$ cat config.mk
export PLATFORM = sky130hd
export DESIGN_NAME = uart_irq_status_ctrl
export DESIGN_NICKNAME = d
export VERILOG_FILES = /design/src/rtl/uisc_pkg.sv /design/src/rtl/uisc_cts_fsm.sv /design/src/rtl/uisc_status_bank.sv /design/src/rtl/uisc_irq_fsm.sv /design/src/rtl/uart_irq_status_ctrl.sv
export SDC_FILE = /design/constraint.sdc
export NUM_CORES = 1
export LEC_CHECK = 0
export BUFFER_PORTS_ARGS = -buffer_cell sky130_fd_sc_hd__buf_2
export CAP_MARGIN = 0
export CORE_MARGIN = 4
export CORE_UTILIZATION = 48
export DETAILED_ROUTE_END_ITERATION = 16
export MAX_ROUTING_LAYER = met4
export PLACE_DENSITY = 0.92
export SLEW_MARGIN = 5
export SYNTH_ARGS = -nofsm -noshare
export SYNTH_HDL_FRONTEND = slang
export SYNTH_SLANG_ARGS = --single-unit
$ cat constraint.sdc
create_clock -name clk -period 2.21 [get_ports clk]
set_clock_uncertainty 0.15 [all_clocks]
set_input_delay 0.3315 -clock clk [delete_from_list [all_inputs] [get_ports clk]]
set_output_delay 0.3315 -clock clk [all_outputs]
set_load 0.005 [all_outputs]
$ cat src/rtl/uisc_pkg.sv
package uisc_pkg;

    localparam int SRC_W = 14;

    localparam int BIT_TX_HOLD_EMPTY = 0;
    localparam int BIT_RX_HOLD_FULL  = 1;
    localparam int BIT_TX_LOW        = 2;
    localparam int BIT_TX_EMPTY      = 3;
    localparam int BIT_RX_HIGH       = 4;
    localparam int BIT_RX_FULL       = 5;
    localparam int BIT_TX_UNDER      = 6;
    localparam int BIT_RX_OVER       = 7;
    localparam int BIT_PAR_ERR       = 8;
    localparam int BIT_FRM_ERR       = 9;
    localparam int BIT_CTS_CHG       = 10;
    localparam int BIT_RX_IDLE_TMO   = 11;
    localparam int BIT_BRK_END       = 12;
    localparam int BIT_BUS_ERR       = 13;

    localparam logic [SRC_W-1:0] RX_GROUP_MASK =
        (SRC_W'(1) << BIT_RX_HIGH) | (SRC_W'(1) << BIT_RX_FULL) |
        (SRC_W'(1) << BIT_RX_OVER) | (SRC_W'(1) << BIT_PAR_ERR) |
        (SRC_W'(1) << BIT_FRM_ERR) | (SRC_W'(1) << BIT_RX_IDLE_TMO);

    localparam logic [SRC_W-1:0] TX_GROUP_MASK =
        (SRC_W'(1) << BIT_TX_LOW) | (SRC_W'(1) << BIT_TX_EMPTY) |
        (SRC_W'(1) << BIT_TX_UNDER);

    typedef enum logic [1:0] {
        CTS_UNPRIMED = 2'd0,
        CTS_LOW      = 2'd1,
        CTS_HIGH     = 2'd2
    } cts_state_t;

    typedef enum logic {
        IRQ_IDLE   = 1'b0,
        IRQ_ACTIVE = 1'b1
    } irq_state_t;

endpackage

$ cat src/rtl/uisc_cts_fsm.sv
module uisc_cts_fsm
    import uisc_pkg::*;
(
    input  logic clk,
    input  logic rst_n,
    input  logic cts_i,
    output logic cts_chg_o,
    output logic cts_level_o
);

    cts_state_t state_q;
    cts_state_t state_d;

    always_ff @(posedge clk or negedge rst_n) begin
        if (!rst_n) begin
            state_q <= CTS_UNPRIMED;
        end else begin
            state_q <= state_d;
        end
    end

    always_comb begin
        state_d   = state_q;
        cts_chg_o = 1'b0;
        unique case (state_q)
            CTS_UNPRIMED: begin
                state_d = cts_i ? CTS_HIGH : CTS_LOW;
            end
            CTS_LOW: begin
                if (cts_i) begin
                    state_d   = CTS_HIGH;
                    cts_chg_o = 1'b1;
                end
            end
            CTS_HIGH: begin
                if (!cts_i) begin
                    state_d   = CTS_LOW;
                    cts_chg_o = 1'b1;
                end
            end
            default: begin
                state_d = CTS_UNPRIMED;
            end
        endcase
    end

    always_comb begin
        cts_level_o = (state_q == CTS_HIGH);
    end

    AST_CTS_LEVEL_TRACKS: assert property (@(posedge clk) disable iff (!rst_n)
        (state_q != CTS_UNPRIMED || cts_i) |=> (cts_level_o == $past(cts_i)));

endmodule

$ cat src/rtl/uisc_status_bank.sv
module uisc_status_bank #(
    parameter int WIDTH = 14
) (
    input  logic             clk,
    input  logic             rst_n,
    input  logic [WIDTH-1:0] set_i,
    input  logic [WIDTH-1:0] clr_i,
    output logic [WIDTH-1:0] stat_o
);

    for (genvar gi = 0; gi < WIDTH; gi++) begin : g_bit
        logic bit_q;

        always_ff @(posedge clk or negedge rst_n) begin
            if (!rst_n) begin
                bit_q <= 1'b0;
            end else if (set_i[gi]) begin
                bit_q <= 1'b1;
            end else if (clr_i[gi]) begin
                bit_q <= 1'b0;
            end
        end

        assign stat_o[gi] = bit_q;

        AST_SET_STICKS: assert property (@(posedge clk) disable iff (!rst_n)
            set_i[gi] |=> stat_o[gi]);

        AST_ACK_CLEARS: assert property (@(posedge clk) disable iff (!rst_n)
            (clr_i[gi] && !set_i[gi]) |=> !stat_o[gi]);

        AST_IDLE_HOLDS: assert property (@(posedge clk) disable iff (!rst_n)
            (!clr_i[gi] && !set_i[gi]) |=> $stable(stat_o[gi]));
    end

endmodule

$ cat src/rtl/uisc_irq_fsm.sv
module uisc_irq_fsm
    import uisc_pkg::*;
#(
    parameter int WIDTH = 14
) (
    input  logic             clk,
    input  logic             rst_n,
    input  logic [WIDTH-1:0] stat_i,
    input  logic [WIDTH-1:0] en_i,
    output logic             irq_o
);

    irq_state_t state_q;
    irq_state_t state_d;
    logic       any_pend;

    always_comb begin
        any_pend = |(stat_i & en_i);
    end

    always_ff @(posedge clk or negedge rst_n) begin
        if (!rst_n) begin
            state_q <= IRQ_IDLE;
        end else begin
            state_q <= state_d;
        end
    end

    always_comb begin
        state_d = state_q;
        unique case (state_q)
            IRQ_IDLE:   if (any_pend)  state_d = IRQ_ACTIVE;
            IRQ_ACTIVE: if (!any_pend) state_d = IRQ_IDLE;
            default:    state_d = IRQ_IDLE;
        endcase
    end

    always_comb begin
        irq_o = (state_q == IRQ_ACTIVE);
    end

    AST_IRQ_RISES: assert property (@(posedge clk) disable iff (!rst_n)
        (|(stat_i & en_i)) |=> irq_o);

    AST_IRQ_FALLS: assert property (@(posedge clk) disable iff (!rst_n)
        !(|(stat_i & en_i)) |=> !irq_o);

endmodule

$ cat src/rtl/uart_irq_status_ctrl.sv
module uart_irq_status_ctrl
    import uisc_pkg::*;
#(
    parameter int N_SRC = uisc_pkg::SRC_W
) (
    input  logic             clk,
    input  logic             rst_n,
    input  logic [N_SRC-1:0] evt_i,
    input  logic             cts_i,
    input  logic             wr_en_i,
    input  logic             wr_sel_i,
    input  logic [N_SRC-1:0] wr_data_i,
    output logic [N_SRC-1:0] status_o,
    output logic [N_SRC-1:0] enable_o,
    output logic             irq_o,
    output logic             rx_pend_o,
    output logic             tx_pend_o,
    output logic             cts_level_o
);

    localparam logic [N_SRC-1:0] CTS_BIT_MASK = N_SRC'(1) << BIT_CTS_CHG;

    logic             cts_chg;
    logic [N_SRC-1:0] set_vec;
    logic [N_SRC-1:0] clr_vec;
    logic [N_SRC-1:0] en_q;
    logic [N_SRC-1:0] masked;

    uisc_cts_fsm u_cts (
        .clk         (clk),
        .rst_n       (rst_n),
        .cts_i       (cts_i),
        .cts_chg_o   (cts_chg),
        .cts_level_o (cts_level_o)
    );

    always_comb begin
        set_vec = (evt_i & ~CTS_BIT_MASK) | (cts_chg ? CTS_BIT_MASK : '0);
        clr_vec = (wr_en_i && !wr_sel_i) ? wr_data_i : '0;
    end

    uisc_status_bank #(.WIDTH(N_SRC)) u_stat (
        .clk    (clk),
        .rst_n  (rst_n),
        .set_i  (set_vec),
        .clr_i  (clr_vec),
        .stat_o (status_o)
    );

    always_ff @(posedge clk or negedge rst_n) begin
        if (!rst_n) begin
            en_q <= '0;
        end else if (wr_en_i && wr_sel_i) begin
            en_q <= wr_data_i;
        end
    end

    assign enable_o = en_q;

    always_comb begin
        masked    = status_o & en_q;
        rx_pend_o = |(masked & RX_GROUP_MASK);
        tx_pend_o = |(masked & TX_GROUP_MASK);
    end

    uisc_irq_fsm #(.WIDTH(N_SRC)) u_irq (
        .clk    (clk),
        .rst_n  (rst_n),
        .stat_i (status_o),
        .en_i   (en_q),
        .irq_o  (irq_o)
    );

    AST_EN_LOADS: assert property (@(posedge clk) disable iff (!rst_n)
        (wr_en_i && wr_sel_i) |=> (enable_o == $past(wr_data_i)));

    AST_EN_WRITE_KEEPS_STATUS: assert property (@(posedge clk) disable iff (!rst_n)
        (wr_en_i && wr_sel_i && !(|evt_i) && !cts_chg) |=> $stable(status_o));

    AST_EVT10_IGNORED: assert property (@(posedge clk) disable iff (!rst_n)
        (!cts_chg && !status_o[BIT_CTS_CHG]) |=> !status_o[BIT_CTS_CHG]);

    AST_CTS_CHANGE_SETS: assert property (@(posedge clk) disable iff (!rst_n)
        cts_chg |=> status_o[BIT_CTS_CHG]);

endmodule

# --- Word-level counts from Yosys, hierarchy flattened ---
# Index checks and enable logic that the tools add are counted.
word_totals:
  register_bits: 31
  input_bits: 33
  out_inout_bits: 32
  wordCells: 83
op_classes:
  n_eq_ne: 4
  muxes: 38
  bitwise_logic: 2
  n_reduce_logical: 22
op_table:
  columns: ["cell", "n"]
  rows:
  - ["2-to-1 mux 1 bit", 31]
  - ["nonzero test 2 bit", 14]
  - ["AND 14 bit", 1]
  - ["2-to-1 mux 14 bit", 1]
  - ["bitwise OR 14 x 11 -> 14 bit", 1]
  - ["OR reduction 14 bit", 1]
  - ["2-to-1 mux 11 bit", 1]
  - ["2-to-1 mux 2 bit", 3]
  - ["case mux 2 bit (3 select lines)", 1]
  - ["OR reduction 6 bit", 1]
  - ["inequality test 2 bit, second input constant", 2]
  - ["OR reduction 3 bit", 1]
  - ["== test 2 x 1 -> 1 bit, second input constant", 1]
  - ["== test 2 bit, second input constant", 1]
  - ["logical AND 1 bit", 2]
  - ["zero test 2 bit", 1]
  - ["case mux 1 bit (2 select lines)", 1]
  - ["AND reduction 2 bit", 1]
  - ["zero test 1 bit", 1]

# --- Longest topological paths before layout ---
# Gate-level depths: netlist (run 1).
logic_depth:
  ltp_word: 5
  mapped_depth: 4

# --- Cells and area by module ---
# From an unflattened synthesis (run 1), not the netlist that was laid out.
hier_totals:
  cells_unflattened: 126
  area_unflattened_um2: 1486.4
by_module_without_submodules:
  columns: ["module", "n_inst", "cells_per_inst", "area_per_inst_um2", "seq_area_each_um2"]
  rows:
  - ["uart_irq_status_ctrl", 1, 52, 684.4, 350.3]
  - ["uisc_status_bank", 1, 56, 613.1, 350.3]
  - ["uisc_irq_fsm", 1, 10, 98.8, 25.0]
  - ["uisc_cts_fsm", 1, 8, 90.1, 50.0]

# --- Worst setup path before layout (run 1) ---
# OpenSTA, ideal clock, no wires.
synth_path:
  kind: "reg-to-reg"
  start: "register u_stat.g_bit[0].bit_q"
  end: "register u_irq.state_q, in the netlist u_irq.irq_o"
  setup_ns: 0.131
  arrival_time_ns: 1.036
  required_time_ns: 1.929
  setup_slack_ns: 0.893
  stages_incl_launch_ff: 4
  n_path_buf: 0
  cell_sequence: "dfrtp_1 a222oi_1 nand2_1 or3_1"
synth_between:
  elab_chain_len: 3
synth_rtl:
  columns: ["element", "line", "text"]
  rows:
  - ["start, declared", "uisc_status_bank.sv:12", "logic bit_q;"]
  - ["start signal, assigned", "uisc_status_bank.sv:16", "bit_q <= 1'b0;"]
  - ["start signal, assigned", "uisc_status_bank.sv:18", "bit_q <= 1'b1;"]
  - ["start signal, assigned", "uisc_status_bank.sv:20", "bit_q <= 1'b0;"]
  - ["AND 14 bit", null, null]
  - ["OR reduction 14 bit", "uisc_irq_fsm.sv:18", "any_pend = |(stat_i & en_i);"]
  - ["via u_irq.any_pend", "uisc_irq_fsm.sv:15", "logic any_pend;"]
  - ["2-to-1 mux 1 bit", "uisc_irq_fsm.sv:32, uisc_irq_fsm.sv:33", null]
  - ["end signal, assigned", "uisc_irq_fsm.sv:25", "state_q <= state_d;"]
  - ["end, declared", "uisc_irq_fsm.sv:13", "irq_state_t state_q;"]
# The timed path passes the listed nets, and every way through them passes these cells.
# A chain may end at the register's enable or synchronous reset.

# --- Worst setup path after layout (run 1) ---
layout_path:
  start: "register u_stat.g_bit[7].bit_q"
  end: "output rx_pend_o"
layout_between:
  elab_chain_len: 2
layout_rtl:
  columns: ["element", "line", "text"]
  rows:
  - ["start, declared", "uisc_status_bank.sv:12", null]
  - ["start signal, assigned", "uisc_status_bank.sv:16", null]
  - ["start signal, assigned", "uisc_status_bank.sv:18", null]
  - ["start signal, assigned", "uisc_status_bank.sv:20", null]
  - ["AND 14 bit", "uart_irq_status_ctrl.sv:61", "masked = status_o & en_q;"]
  - ["OR reduction 6 bit", "uart_irq_status_ctrl.sv:62", "rx_pend_o = |(masked & RX_GROUP_MASK);"]
  - ["end, declared", "uart_irq_status_ctrl.sv:16", "output logic rx_pend_o,"]
# Every way passes these cells.

==> results of run 1 <==
final cells by class:
cell class	instances	area [µm²]
Tap cell	30	37.5
Multi-Input combinational cell	60	423
Fill cell	220	922
Sequential cell	31	776
Inverter	1	3.75
Clock inverter	1	5.00
Clock buffer	7	45.0
Timing Repair Buffer	65	333
cell usage after synthesis (all sizes together):
cell type	n	area share, %
and2b	1	0.57
a21oi	2	0.76
inv	1	0.28
a21o	13	7.4
a22oi	5	2.8
or3	1	0.47
nor2b	1	0.47
dfrtp	31	59
a222oi	1	0.76
a221o	1	0.76
mux2	14	12
nand3	1	0.38
buf	16	9.1
nand2	19	5.4
nor2	1	0.28
per-stage QoR:
step | setup WS [ps] | total power (µW) | instance area [µm²] | cells
after floorplan | 893 | 781 | 1320 | 108
after global routing | 404 | 1240 | 1620 | 195
after CTS | 517 | 1180 | 1620 | 195
final | 536 | 1170 | 1620 | 195
after detailed placement | 614 | 884 | 1560 | 186
after global placement | 622 | 872 | 1560 | 186
timing repair:
item	4_1_cts	5_1_grt
hold endpoints to repair	31	0
hold buffers	1	0
buffers inserted	0	0
resized for setup	0	0
worst paths after layout:
path	startpoint	cells after the start	to
worst max register to register	u_stat.g_bit[0].bit_q	3	u_irq.irq_o
worst min register to register	u_cts.state_q[1]	1	u_cts.state_q[0]
worst min-delay path	cts_i	2	u_cts.state_q[0]
worst max-delay path	u_stat.g_bit[7].bit_q	3	rx_pend_o
max in group asynchronous	rst_n	2	u_stat.g_bit[4].bit_q
min in group asynchronous	rst_n	2	enable_o[8]
report_power, final:
part	internal, µW	switching [µW]
clock	124	175
sequential	623	42.6
combinational	116	88.4
total	863	306
metal layers:
metal / up-vias / global-route usage (%)
met3: 4 / 5.53
met1: 464 / 18.1
met4: 0 / 8.67
li1: 478 / -
met2: 44 / 29.9
met5: - / -
placed cells by master (no fill, tap or decap):
| cell type | Yosys | routed |
|---|---|---|
| or3_1 | 1 | 1 |
| dfrtp_1 | 31 | 31 |
| clkbuf_4 | 0 | 5 |
| a221o_1 | 1 | 1 |
| a22oi_1 | 5 | 5 |
| buf_2 | 0 | 63 |
| a21o_1 | 13 | 13 |
| inv_1 | 1 | 1 |
| buf_4 | 16 | 1 |
| a21oi_1 | 2 | 2 |
| nand2_1 | 19 | 19 |
| nor2_1 | 1 | 1 |
| nand3_1 | 1 | 1 |
| mux2_2 | 14 | 14 |
| a222oi_1 | 1 | 1 |
| dlygate4sd3_1 | 0 | 1 |
| nor2b_1 | 1 | 1 |
| clkbuf_1 | 0 | 2 |
| clkinv_2 | 0 | 1 |
| and2b_1 | 1 | 1 |
cells by family (layout without fill, tap and decap cells):
family / Yosys count / after routing
flip-flops: 31 / 31
AND/OR/NAND/NOR: 24 / 24
AO/OA/AOI/OAI: 22 / 22
buffers and inverters: 17 / 74
multiplexers: 14 / 14
sequential cells by signal, indices dropped and copies added, names as in the netlist:
| signal | cells |
|---|---|
| u_cts.state_q | 2 |
| u_irq.irq_o | 1 |
| u_stat.g_bit.bit_q | 14 |
| enable_o | 14 |
==> results.md, run 1 <==
Clock tree:
- Clock-pin slew was measured on the worst setup and hold paths at 90 ps.
- The clock tree synthesis step divided the H-tree into 2 levels.
- In this run, CTS created clock tree buffers numbering 5.
- The clock tree root driver cell is clkbuf_4.
- The TritonCTS clock tree is built.
- For this design, the sink count on the clock tree is 31.
- The later pin in the worst-skew pair is clocked with a latency of ~310 ps.
- In this run the deepest clock path goes through 2 buffers.

Run:
- The number of violations of the max-capacitance limit is 0.

Timing:
- The worst max-slew margin expressed relative to the limit is 54.8%.
- Of the available clock period, the critical path in the final layout requires 75.8%.
- After layout, the minimum clock period comes to approximately 1700 ps.
- The number of hold violations in the final report is 0.
- Derived from the worst setup path, the maximum achievable clock frequency is 597 MHz.
- At the pin with the least slew margin, the transition time is 678 ps.
- Setup repair after global routing left no endpoint under its margin.
- Setup violations remaining at the end of the flow were counted as 0.
- The worst hold slack across all endpoints is 37.7 ps.
- The max-slew violation total from the final report is 0.
- The setup TNS is 0 ps.

Worst setup path:
- In this design, the stage delay of the slowest critical-path cell is between 400 and 500 ps.
- The critical path capture point type is an output pin.
- Counting both buffers and inverters, the worst setup path holds a total of 1.
- In this run the worst path has a maximum fanout of 3.
- The critical-path cell with the highest stage delay is dfrtp_1.
- The critical path goes through a22oi_1, nand3_1, buf_2.
- The minimum setup slack among reg-to-reg paths is between 700 and 800 ps.
- The cell type group with the largest total delay on the critical path is flip-flops.
- STA puts the critical path data arrival time at 1190 ps.
- STA classifies the critical path startpoint as a flip-flop.
- The critical path is of the reg -> out type.
- The required time of the critical path is 1730 ps.

Yosys:
- In the synthesized netlist, mux cells make up 11.9% of the area.
- The number of instances in the synthesized netlist is 108.
- The parity-gate share of the synthesized area counting xor and xnor cells is 0%.
- For this run, the number of Yosys warnings is 0.
- The number of nets produced by synthesis is roughly 140.
- The average instance in the mapped netlist occupies 12.2 µm².
- The number of unique standard cell types used by synthesis is 15.
- The adder and majority gate portion of the synthesized area is 0%.
- The cell area after synthesis is around 1300 µm².
- By area, the combinational part of the netlist is dominated by compound AO/OA/AOI/OAI gates.
- The portion of the post-synthesis area used by sequential elements is 58.7%.
- Synthesis inferred 31 register bits.
- The fraction of the mapped netlist area in simple logic gates is 7.57%.
- The compound-gate portion of the synthesized area is between 10% and 20%.

Routing:
- The DRC marker count from the first detailed-route iteration is 33.
- The detailed router put a total of 1060 µm of wire on met1.
- The detailed-routed wire length on met2 is around 1500 µm.
- The total number of vias is between 900 and 1,000.
- The pre-antenna-repair detailed-routing pass consisted of 4 iterations.
- Once detail routing completed, the nets flagged for antenna violations numbered 0.
- The remaining design rule violation count is 0.
- The final wirelength is around 2900 µm.
- Detailed routing placed a total of approximately 280 µm of wire on met3.
- After detailed routing, the number of vias per cell comes to 5.08.
- Dividing the detail-routed wire length by the instance count gives 14.8 µm.
- The highest layer touched by signal routing is met4.

Pwr:
- The analysis attributes to cell leakage a power of 0.000762 µW.
- For this design the ratio of total power to cell area is 720 nW/µm².
- IR analysis of the VDD net gives a maximum drop of ~0.00057 V.

GRT:
- The number of global-route vias before repair is 1,010.
- The first global-routing pass estimated roughly 4400 µm of wire.
- After global routing the overflow that remains totals 0.
- The initial antenna violation count is 0.
- The pin count of the biggest net entering global routing is 32.
- The global routing usage summed across all routing layers is 17.5%.

Placement:
- Routability-driven placement finished with a final weighted congestion of 0.744.
- Input and output buffers added on the ports amount to between 60 and 70.
- The placed wire-length estimate after detailed placement is 2260 µm.

Die:
- The initial core utilization is 52.0%.
- The vertical extent of the die is 60.5 µm.
- The die is ~60 µm wide.
- 65 I/O pins were placed.
- The floorplan step defined a die boundary enclosing 3660 µm².
- The floorplan step defined a core boundary enclosing 2540 µm².
- The cell row count is 18.

Finish:
- For this run, the post-layout net count is 197.
- The ratio of cells with drive above 1 in the final layout is 50.9%.
- The growth of design area from synthesis to finish is 22.7%.
- Measured on the finished design, the core utilization comes to between 60% and 70%.
- The repair_antennas step left the layout with diodes totalling 0.

Run status:
- The run finished with clean final reports.

Min path:
- The worst hold path belongs to the class in -> reg.
Power figures use the tool's default switching activity.
==> run 2: changes to the inputs <==
CORE_UTILIZATION = 40   (was 48)
PLACE_DENSITY = 0.83   (was 0.92)
clock period = 1.4 ns   (was 2.21 ns; I/O delays follow)
==> run 2 against run 1 <==
Effect of this change: the flow now finishes with violations (setup timing); core utilization is 4.6 points higher; setup slack lost 700 ps; clock power increased by 140%; via count rose by 22%; first-iteration DRC count rose by 82%; total power up 92%; final cell count rose by 31%; die area up 17%; sequential cell count unchanged; worst hold slack improved by 220 ps; routed wire length rose by 26%; global-route usage grew 0.13 points; critical path type unchanged.
==> results.md, run 2 (same netlist as run 1, synthesis figures left out) <==
Run status:
- The flow ran to the end, but the final reports show violations.
- The final reports fail on setup timing.

Placement:
- The cell count after placement is 206.
- Timing analysis after detailed placement gives a worst setup slack of -47.5 ps.
- The placed wire-length estimate after detailed placement is 2300 µm.
- The placed instances occupy a cell area of 1640 µm².
- The port buffer count is 63.
- The final weighted congestion of routability-driven global placement is around 0.73.

Timing:
- Of the available clock period, the critical path in the final layout requires 112%.
- After layout, the minimum clock period comes to 1570 ps.
- The actual transition at the worst max-transition pin is 662 ps.
- Based on the critical path, the design can be clocked at up to between 600 and 700 MHz.
- The max-slew violation total from the final report is 0.
- The worst hold slack across all endpoints is 258 ps.
- The worst max-slew margin expressed relative to the limit is 55.9%.
- Across all setup checks in the final design, the least slack found is -168 ps.
- Setup repair after global routing could not meet its margin everywhere.
- The final setup violation count is 4.
- The number of hold violations in the final report was 0.

Finish:
- The share of the core filled with cells is 68.4%.
- The number of diodes is 0.
- Across the whole layout, storage elements account for 776 µm².
- The ratio of cells with drive above 1 in the final layout is 50.7%.
- The most common cell after layout, fill and taps aside is buf_2.
- The finished layout holds 255 standard cells, fillers aside.
- Compared with the post-synthesis result, the final layout area differs by 60.5%.
- The total number of nets in the final design is between 200 and 250.
- The number of fillers in the final layout is around 230.
- Summing all multi-input logic gate instances after layout gives 440 µm².
- Summing all non-filler instances in the final layout gives an area of 2120 µm².
- In the layout the commonest cells are buf_2 (63), dfrtp_1 (31), dlygate4sd3_1 (29), nand2_1 (19), buf_4 (18).

GRT:
- The global routing usage summed across all routing layers is 17.6%.
- The initial antenna violation count is 0.
- The number of global-route vias before repair is 1,219.
- The pin count of the biggest net entering global routing is 32.
- The first-pass GRT wire length is 5520 µm.
- For this run the aggregate overflow at the end of global routing stands at 0.

Worst setup path:
- The worst setup path is captured at an output pin.
- The largest fanout of any net on the critical path is 2.
- STA puts the critical path data arrival time at 1210 ps.
- Data on the critical path is required at its endpoint by 1040 ps.
- The worst setup path is launched from a flip-flop.
- The critical path is of the reg -> out type.
- In this run the register-to-register setup slack is -100 ps.

Run:
- Across the run, the number of max-cap violations was 0.

Routing:
- For this run, design rule violations remaining after detail routing come to 0.
- The final wirelength is 3620 µm.
- In the final routed layout, each cell accounts on average for ~14 µm.
- The total number of vias is 1,205.
- The number of detailed-route iterations in the first pass is 5.
- The first routing iteration left 60 violations.
- In this run the remaining antenna-violating nets after routing total 0.
- In the routed layout, each cell is associated on average with a via count of 4.73.

Min path:
- The kind of path behind the tightest hold check is in -> reg.

Clock tree:
- After clock tree synthesis, the clock-pin slew on the worst setup and hold paths is 90 ps.
- The clock tree root driver cell is clkbuf_4.
- TritonCTS built the clock tree.
- The maximum count of clock buffers along a single path is 2.
- The number of clock buffers added by TritonCTS is 5.
- CTS built an H-tree with a depth of 2.
- For the worst-skew pair, the clock arrives at the later sink with an insertion delay of 320 ps.
- The clock net in this run drives a total of 31 sinks.

Die:
- During I/O placement, the number of pins put on the boundary was 65.
- The die is 65.5 µm wide.
- The die covers 4290 µm².
- After floorplanning, the core was sized to cover ~3100 µm².
- Once the floorplan was initialized, standard cells occupied 42.6% of the core.
- The vertical extent of the die is 65.5 µm.
- The cell row count is 20.

Pwr:
- The power per unit of standard cell area is 1060 nW/µm².
- The worst voltage drop across the vdd grid is around 0.00076 V.
- The analysis attributes to cell leakage a power of 0.000991 µW.
run 2: cell count changes in the layout (fill, tap and decap cells not counted), sizes merged:
cell / before / now
clkbuf: 7 / 6
bufinv: 0 / 1
dlygate4sd3: 1 / 29
buf: 64 / 82
run 2: cell type report:
cell class | count | share of cell area, %
multi-input cells | 60 | 20.8
inverters | 1 | 0.177
flip-flops and latches | 31 | 36.6
well taps | 44 | 2.59
clock inverters | 2 | 1.65
clock buffers | 6 | 2.42
repair buffers | 111 | 35.8
run 2: worst paths after layout:
path                                  start                     to  cells after the start
max                             enable_o[7]              rx_pend_o                      3
min in group asynchronous             rst_n            enable_o[9]                      2
min reg2reg                u_cts.state_q[1]       u_cts.state_q[1]                      1
max in group asynchronous             rst_n            enable_o[3]                      2
max reg2reg                     enable_o[7]            u_irq.irq_o                      4
min                                wr_sel_i  u_stat.g_bit[1].bit_q                      4
run 2: report_power, final:
group | switching, µW | total, µW | internal, µW | leakage (µW)
clock network | 292 | 714 | 422 | 0.0000482
logic | 181 | 479 | 298 | 0.000612
registers | 69.8 | 1050 | 983 | 0.000331
run 2: repair_timing:
action,in CTS,in global routing
cloned,0,0
buffers inserted,6,6
gates resized for setup,2,2
pin swaps,6,2
hold buffers,29,0
setup endpoints to repair,4,5
hold endpoints to repair,60,0
run 2: routing by layer:
metal / vias to the layer above / global-route usage [%] / share of wire, %
li1: 567 / - / -
met1: 579 / 18.6 / 39
met2: 52 / 31.0 / 52
met3: 7 / 6.50 / 7.7
met4: 0 / 4.92 / 1.2
met5: - / - / 0
run 2: through the flow:
step / total power, µW / setup TNS [ps]
2_1_floorplan: 1230 / 0
3_3_place_gp: 1400 / 0
3_5_place_dp: 1410 / -47.5
4_1_cts: 2230 / -335
5_1_grt: 2380 / -707
6_report: 2250 / -410
run 2: critical path, cell delays in order (launching register included):
cell and delay [ps]:
dfrtp_1 400, a22oi_2 210, nand3_1 130, buf_2 150
